===== src/rtl/tc_pkg.sv =====
package tc_pkg;
  typedef enum logic {TC_IDLE = 1'b0, TC_RUN = 1'b1} tc_state_e;
endpackage


===== src/rtl/tc_snapshot.sv =====
module tc_snapshot #(
  parameter int NODES  = 8,
  parameter int DATA_W = 16
) (
  input  logic                    clk,
  input  logic                    rst_n,
  input  logic                    load,
  input  logic [NODES-1:0]        node_vld,
  input  logic [NODES*DATA_W-1:0] node_data,
  input  logic [NODES-1:0]        clr_mask,
  output logic [NODES-1:0]        pending,
  output logic [NODES*DATA_W-1:0] words
);
  for (genvar g = 0; g < NODES; g++) begin : g_node
    always_ff @(posedge clk or negedge rst_n) begin
      if (!rst_n) begin
        pending[g] <= 1'b0;
        words[g*DATA_W +: DATA_W] <= '0;
      end else if (load) begin
        pending[g] <= node_vld[g];
        words[g*DATA_W +: DATA_W] <= node_data[g*DATA_W +: DATA_W];
      end else if (clr_mask[g]) begin
        pending[g] <= 1'b0;
      end
    end
  end
endmodule


===== src/rtl/tc_pick.sv =====
module tc_pick #(
  parameter int NODES = 8,
  localparam int ID_W = $clog2(NODES)
) (
  input  logic [NODES-1:0] pending,
  output logic             any,
  output logic [ID_W-1:0]  idx,
  output logic [NODES-1:0] onehot
);
  always_comb begin
    idx = '0;
    for (int i = NODES - 1; i >= 0; i--) begin
      if (pending[i]) idx = ID_W'(i);
    end
  end
  assign any    = |pending;
  assign onehot = pending & (~pending + NODES'(1));
endmodule


===== src/rtl/tc_collector.sv =====
module tc_collector #(
  parameter int NODES  = 8,
  parameter int DATA_W = 16,
  localparam int ID_W  = $clog2(NODES),
  localparam int OUT_W = ID_W + DATA_W,
  localparam int CNT_W = $clog2(NODES + 1)
) (
  input  logic                    clk,
  input  logic                    rst_n,
  input  logic [NODES-1:0]        node_vld,
  input  logic [NODES*DATA_W-1:0] node_data,
  input  logic                    frame_start,
  output logic                    out_valid,
  input  logic                    out_ready,
  output logic [OUT_W-1:0]        out_data,
  output logic                    busy,
  output logic                    frame_done,
  output logic [CNT_W-1:0]        word_count
);
  import tc_pkg::*;

  tc_state_e             state;
  logic                  load, fire, any;
  logic [NODES-1:0]      pending, onehot, clr_mask;
  logic [NODES*DATA_W-1:0] words;
  logic [ID_W-1:0]       idx;
  logic [DATA_W-1:0]     sel_word;

  assign load     = frame_start && (state == TC_IDLE);
  assign out_valid = (state == TC_RUN) && any;
  assign fire     = out_valid && out_ready;
  assign clr_mask = onehot & {NODES{fire}};
  assign busy     = (state == TC_RUN);

  tc_snapshot #(.NODES(NODES), .DATA_W(DATA_W)) u_snap (
    .clk(clk), .rst_n(rst_n), .load(load), .node_vld(node_vld),
    .node_data(node_data), .clr_mask(clr_mask), .pending(pending), .words(words)
  );

  tc_pick #(.NODES(NODES)) u_pick (
    .pending(pending), .any(any), .idx(idx), .onehot(onehot)
  );

  always_comb begin
    sel_word = '0;
    for (int i = 0; i < NODES; i++) begin
      if (onehot[i]) sel_word = words[i*DATA_W +: DATA_W];
    end
  end

  assign out_data = {idx, sel_word};

  always_ff @(posedge clk or negedge rst_n) begin
    if (!rst_n) begin
      state      <= TC_IDLE;
      frame_done <= 1'b0;
      word_count <= '0;
    end else begin
      frame_done <= (state == TC_RUN) && !any;
      if (load) begin
        state      <= TC_RUN;
        word_count <= '0;
      end else begin
        if ((state == TC_RUN) && !any) state <= TC_IDLE;
        if (fire) word_count <= word_count + CNT_W'(1);
      end
    end
  end
endmodule


===== config.mk =====
export PLATFORM = sky130hd
export DESIGN_NAME = tc_collector
export DESIGN_NICKNAME = d
export VERILOG_FILES = /design/src/rtl/tc_pkg.sv /design/src/rtl/tc_snapshot.sv /design/src/rtl/tc_pick.sv /design/src/rtl/tc_collector.sv
export SDC_FILE = /design/constraint.sdc
export NUM_CORES = 1
export LEC_CHECK = 0
export BUFFER_PORTS_ARGS = -buffer_cell sky130_fd_sc_hd__buf_2
export CAP_MARGIN = 20
export CORE_ASPECT_RATIO = 1.75
export CORE_MARGIN = 10
export CORE_UTILIZATION = 35
export DETAILED_ROUTE_END_ITERATION = 12
export GPL_ROUTABILITY_DRIVEN = 0
export GPL_TIMING_DRIVEN = 1
export PLACE_DENSITY = 0.54
export SLEW_MARGIN = 20
export SYNTH_ARGS = -nofsm -noshare
export SYNTH_HDL_FRONTEND = slang
export SYNTH_SLANG_ARGS = --single-unit

===== constraint.sdc =====
create_clock -name clk -period 3.1 [get_ports clk]
set_clock_uncertainty 0.1 [all_clocks]
set_input_delay 0.31 -clock clk [delete_from_list [all_inputs] [get_ports clk]]
set_output_delay 0.31 -clock clk [all_outputs]
set_load 0.05 [all_outputs]

; ---- Word level (Yosys, flattened, before mapping)
; Index checks and enable logic that the tools add are counted.
[classes]
add_sub_neg = 2
bitwise_logic = 4
muxes = 36
reduce_logical = 16
[ops]
columns = cell, n
row1 = $mux 16, 8
row2 = $mux 3, 8
row3 = $reduce_bool 2->1, 10
row4 = $mux 1, 18
row5 = $and 8x8->8, 2
row6 = $add 8x1->8 const B, 1
row7 = $mux 4, 2
row8 = $not 8->8, 1
row9 = $reduce_or 8->1, 1
row10 = $add 4x1->4 const B, 1
row11 = $logic_and 1x1->1, 4
row12 = $logic_not 1->1, 1
row13 = $not 1->1, 1
[totals]
ff_bits = 142
out_inout_bits = 26
input_bits = 140

; ---- Depth between registers and ports, before layout
[depth]
ltp_word = 11
mapped_depth = 7

; ---- Cells and area by module
; From an unflattened synthesis, not the netlist that was laid out.
[unflattened]
hier_cells = 495
hier_area_um2 = 6761.5
[by_module_without_submodules]
columns = mod, instances, cells_each, area_per_inst_um2, seq_area_each_um2
row1 = tc_snapshot, 1, 297, 5242.5, 3403.3
row2 = tc_collector, 1, 175, 1380.1, 150.1
row3 = tc_pick, 1, 23, 138.9, 0.0

; ---- Worst setup path before layout
; OpenSTA, ideal clock, no wires.
[synth_path]
kind = register to output
startpoint = reg u_snap.pending[3]
endpoint = out out_data[10]
slack_ps = 483
stages_incl_launch_ff = 6
required_ps = 2690
t_arrival_ps = 2207
path_cell_list = dfrtp_1 -> or4_4 -> nor2_8 -> buf_8 -> a21oi_1 -> a32oi_1
[synth_via]
elab_chain_len = 8
[synth_lines]
columns = element, line
row1 = from (decl), tc_snapshot.sv:11  ; output logic [NODES-1:0] pending,
row2 = "from (signal, indexed assignment)", tc_snapshot.sv:20  ; pending[g] <= node_vld[g];
row3 = $not 8->8, tc_pick.sv:17  ; assign onehot = pending & (~pending + NODES'(1));
row4 = $add 8x1->8, tc_pick.sv:17
row5 = $and 8x8->8 *, tc_pick.sv:17
row6 = $mux 16 (4 in series), tc_collector.sv:47  ; if (onehot[i]) sel_word = words[i*DATA_W +: DATA_W];
row7 = $mux 16 *, tc_collector.sv:47
row8 = to (decl), tc_collector.sv:15  ; output logic [OUT_W-1:0] out_data,
; Every way passes the cells marked *; elsewhere a longest branch is shown, timed or not.

; ---- Worst setup path after layout
[layout_path]
startpoint = reg u_snap.pending[3]
endpoint = out out_data[2]
; Same word-level chain as after synthesis.

==> flow_metrics.py <==
metrics = {
    "worst_setup_path": {
        "path_class": "flip-flop to primary output",
        "worstPathMaxFanout": 19,
        "end_kind": "primary output",
        "cpPeakStageDelay_ns": 0.45,
        "path_cells": "buf_4, or2_1, nand3_1, o211ai_1, a32oi_1, buf_2",
        "crit_slowest_cell": "or2_1",
        "cp.arrival_ns": 2.57,
        "cp-start-kind": "flip-flop",
        "required_ns": 2.69,
    },
    "routing": {
        "routed-via-count": 6509,
        "wirelength_um": 24300,
        "vias_per_cell": 4.92,
        "wl_met1_um": 9820,
        "drc": 0,
        "wl_met3_um": 1020,
        "firstDrtPassIters": 4,
        "highest_layer": "met4",
        "first_iter_violations": 400,
        "wl_met2_um": 12800,
        "routedWlPerCell_um": 18.3,
        "ant_nets": 0,
    },
    "synthesis": {
        "synth_compound_area_share_pct": 13.8,
        "synth_top_family_by_area": "simple AND/OR/NAND/NOR gates",
        "yosys.area.top_type": "dfrtp_1",
        "postSynthAreaPerCell_um2": 8.07,
        "async_flop_share_pct": 100,
        "ys_top_cells_by_area": "dfrtp_1 (52%), nand2_1 (25%), a21oi_1 (2.8%)",
        "synthTopCellsByCount": "nand2_1 (458), dfrtp_1 (142), clkbuf_1 (42), a21oi_1 (38)",
        "synth_mux_area_share_pct": 0.589,
        "synthSimpleGateAreaFrac_pct": 28.9,
        "ys_warn_count": 0,
        "ys_seq_area_share_pct": 52.3,
        "yosys_register_bits": 142,
        "synth-edff-count": 0,
        "synth_fa_ha_area_share_pct": 0.184,
        "synth-xor-area-share_pct": 0.129,
        "synth_fp_nets": 983,
        "synthCells": 842,
        "synth.top_cell.area_share_pct": 52.3,
        "ys.flop_type": "dfrtp_1",
        "syn_area_um2": 6800,
        "synth.distinct_cells": 41,
        "yosysMostFrequentCell": "nand2_1",
    },
    "cts": {
        "cts_max_level": 4,
        "cts.sinks": 142,
        "ctsLongestPathBuffers": 2,
        "tritoncts": "yes",
        "clk-insertion-delay-late_ns": 0.42,
        "cts-root-buf": "clkbuf_16",
        "clkTransAtPathRegs_ns": 0.06,
        "cts_buffers": 17,
    },
    "floorplan": {
        "dieWidth_um": 125,
        "fp-row-count": 67,
        "fp.dieH_um": 204,
        "design.die.area_um2": 25600,
        "start_util_pct": 35.6,
        "io_pins": 166,
        "core_area_um2": 19100,
    },
    "grt": {
        "grt_max_degree": 138,
        "grt_pass1_wl_um": 38300,
        "grt_overflow": 0,
        "antenna_found_initial": 0,
        "grt_pass1_vias": 7009,
        "track_usage_pct": 18.8,
    },
    "place": {
        "portBuffers": 165,
        "post-dp-hpwl_um": 17900,
        "dp_slack_ns": 0.542,
    },
    "finish": {
        "num_antenna_cells": 0,
        "area.sequential_um2": 3550,
        "multi_input_area_um2": 2990,
        "nets": 1212,
        "final_core_util_pct": 49.3,
        "filler_cell_count": 1900,
        "area.growth.synth_to_final_pct": 38.6,
        "drive_gt1_share_pct": 20.5,
    },
    "power": {
        "p_leak_uw": 0.00489,
        "p_per_area_nw_per_um2": 1200,
        "ir_worst_vdd_mv": 1.34,
    },
    "status": {
        "outcome": "completed",
    },
    "sta": {
        "fin_crit_ns": 2.98,
        "timing.final.crit_share_pct": 96.0,
        "fin_tns_setup_ns": 0,
        "setup_violations": 0,
        "hold_viol_final": 0,
        "drv_slew": 0,
        "slew_headroom_pct": 52.7,
        "timing.final.ws_setup_ns": 0.123,
        "clock.fmax_mhz": 336,
        "tightest_slew_ns": 0.709,
        "rsz0062_at_grt": "false",
    },
    "worst_hold_path": {
        "hold_class": "input pin to flip-flop",
    },
    "flow_run": {
        "maxCapViolCount": 0,
    },
}
-- flip-flops by register name, indices dropped and copies added, names as in the netlist --
register / cells
word_count: 4
frame_done: 1
busy: 1
u_snap.pending: 8
u_snap.words: 128
-- metrics by stage --
stage | hold WS [ns] | total power, uW | cells | cell area (um^2)
floorplan | -0.0856 | 7170 | 842 | 6800
global placement | 0.238 | 9080 | 1203 | 7900
detailed placement | 0.237 | 9100 | 1203 | 7900
CTS | 0.00180 | 11300 | 1323 | 9400
global route | 0.0108 | 12000 | 1324 | 9420
finish | 0.00214 | 11300 | 1324 | 9420
-- critical path, delay by kind of cell, from the launching register on --
family / cells / cell delay, ns
buffers and inverters: 2 / 0.55
flip-flops: 1 / 0.44
AO/OA/AOI/OAI: 2 / 0.53
AND/OR/NAND/NOR: 2 / 0.63
-- cell type report --
class / instances / share of cell area (%)
flip-flops and latches: 142 / 37.7
multi-input cells: 633 / 31.7
repair buffers: 271 / 20.7
clock buffers: 18 / 4.66
well taps: 241 / 3.20
clock inverters: 13 / 1.77
inverters: 6 / 0.239
-- placed cells by master, fill, tap and decap left out, types with 2 or more instances in the layout --
master	instances
buf_4	13
clkinv_2	2
dlygate4sd3_1	89
and3_1	2
bufinv_16	3
nand2b_1	5
nor2_1	6
dfrtp_1	142
a31oi_1	3
a32oi_1	15
o211ai_1	16
buf_2	161
o22ai_1	16
mux2i_1	4
a211o_1	15
nand2_1	457
a221oi_1	2
nor3_1	2
clkinvlp_4	3
buf_12	7
a21oi_1	38
nand3_1	15
o31ai_1	2
inv_2	2
clkbuf_16	17
o221a_1	14
clkinv_4	4
inv_1	4
-- per-layer routing --
metal | GRT usage, % | up-vias
met1 | 21.3 | 3088
met2 | 33.9 | 153
li1 | - | 3230
met5 | 0 | -
met3 | 3.69 | 38
met4 | 7.56 | 0
-- power by group --
group | switching (uW) | internal [uW]
registers | 728 | 2730
logic | 3860 | 1890
clock network | 810 | 1290
total | 5400 | 5900
-- cells by family after synthesis --
| family | after synthesis |
|---|---|
| xor+xnor | 1 |
| compound gates | 128 |
| flops | 142 |
| buf+inv | 67 |
| fa+ha+maj | 1 |
| mux | 4 |
| simple gates | 499 |
-- timing repair --
| item | 4_1_cts | 5_1_grt |
|---|---|---|
| buffers inserted | 0 | 1 |
| gates resized for setup | 0 | 1 |
| endpoints found under the hold margin | 148 | 0 |
| endpoints found under the setup margin | 0 | 7 |
| hold buffers | 89 | 0 |
-- final timing paths --
path | cells after the start | slack, ns | endpoint | startpoint
min in group asynchronous | 2 | 0.36 | word_count[3] | rst_n
worst max register to register | 5 | 1.18 | u_snap.pending[1] | u_snap.pending[1]
worst max-delay path | 6 | 0.12 | out_data[2] | u_snap.pending[3]
worst min register to register | 2 | 0.38 | u_snap.words[112] | u_snap.words[112]
max in group asynchronous | 3 | 1.76 | u_snap.words[78] | rst_n
worst min-delay path | 3 | 0.002 | u_snap.words[22] | node_data[22]
No activity file was read; power rests on OpenSTA's default activity.
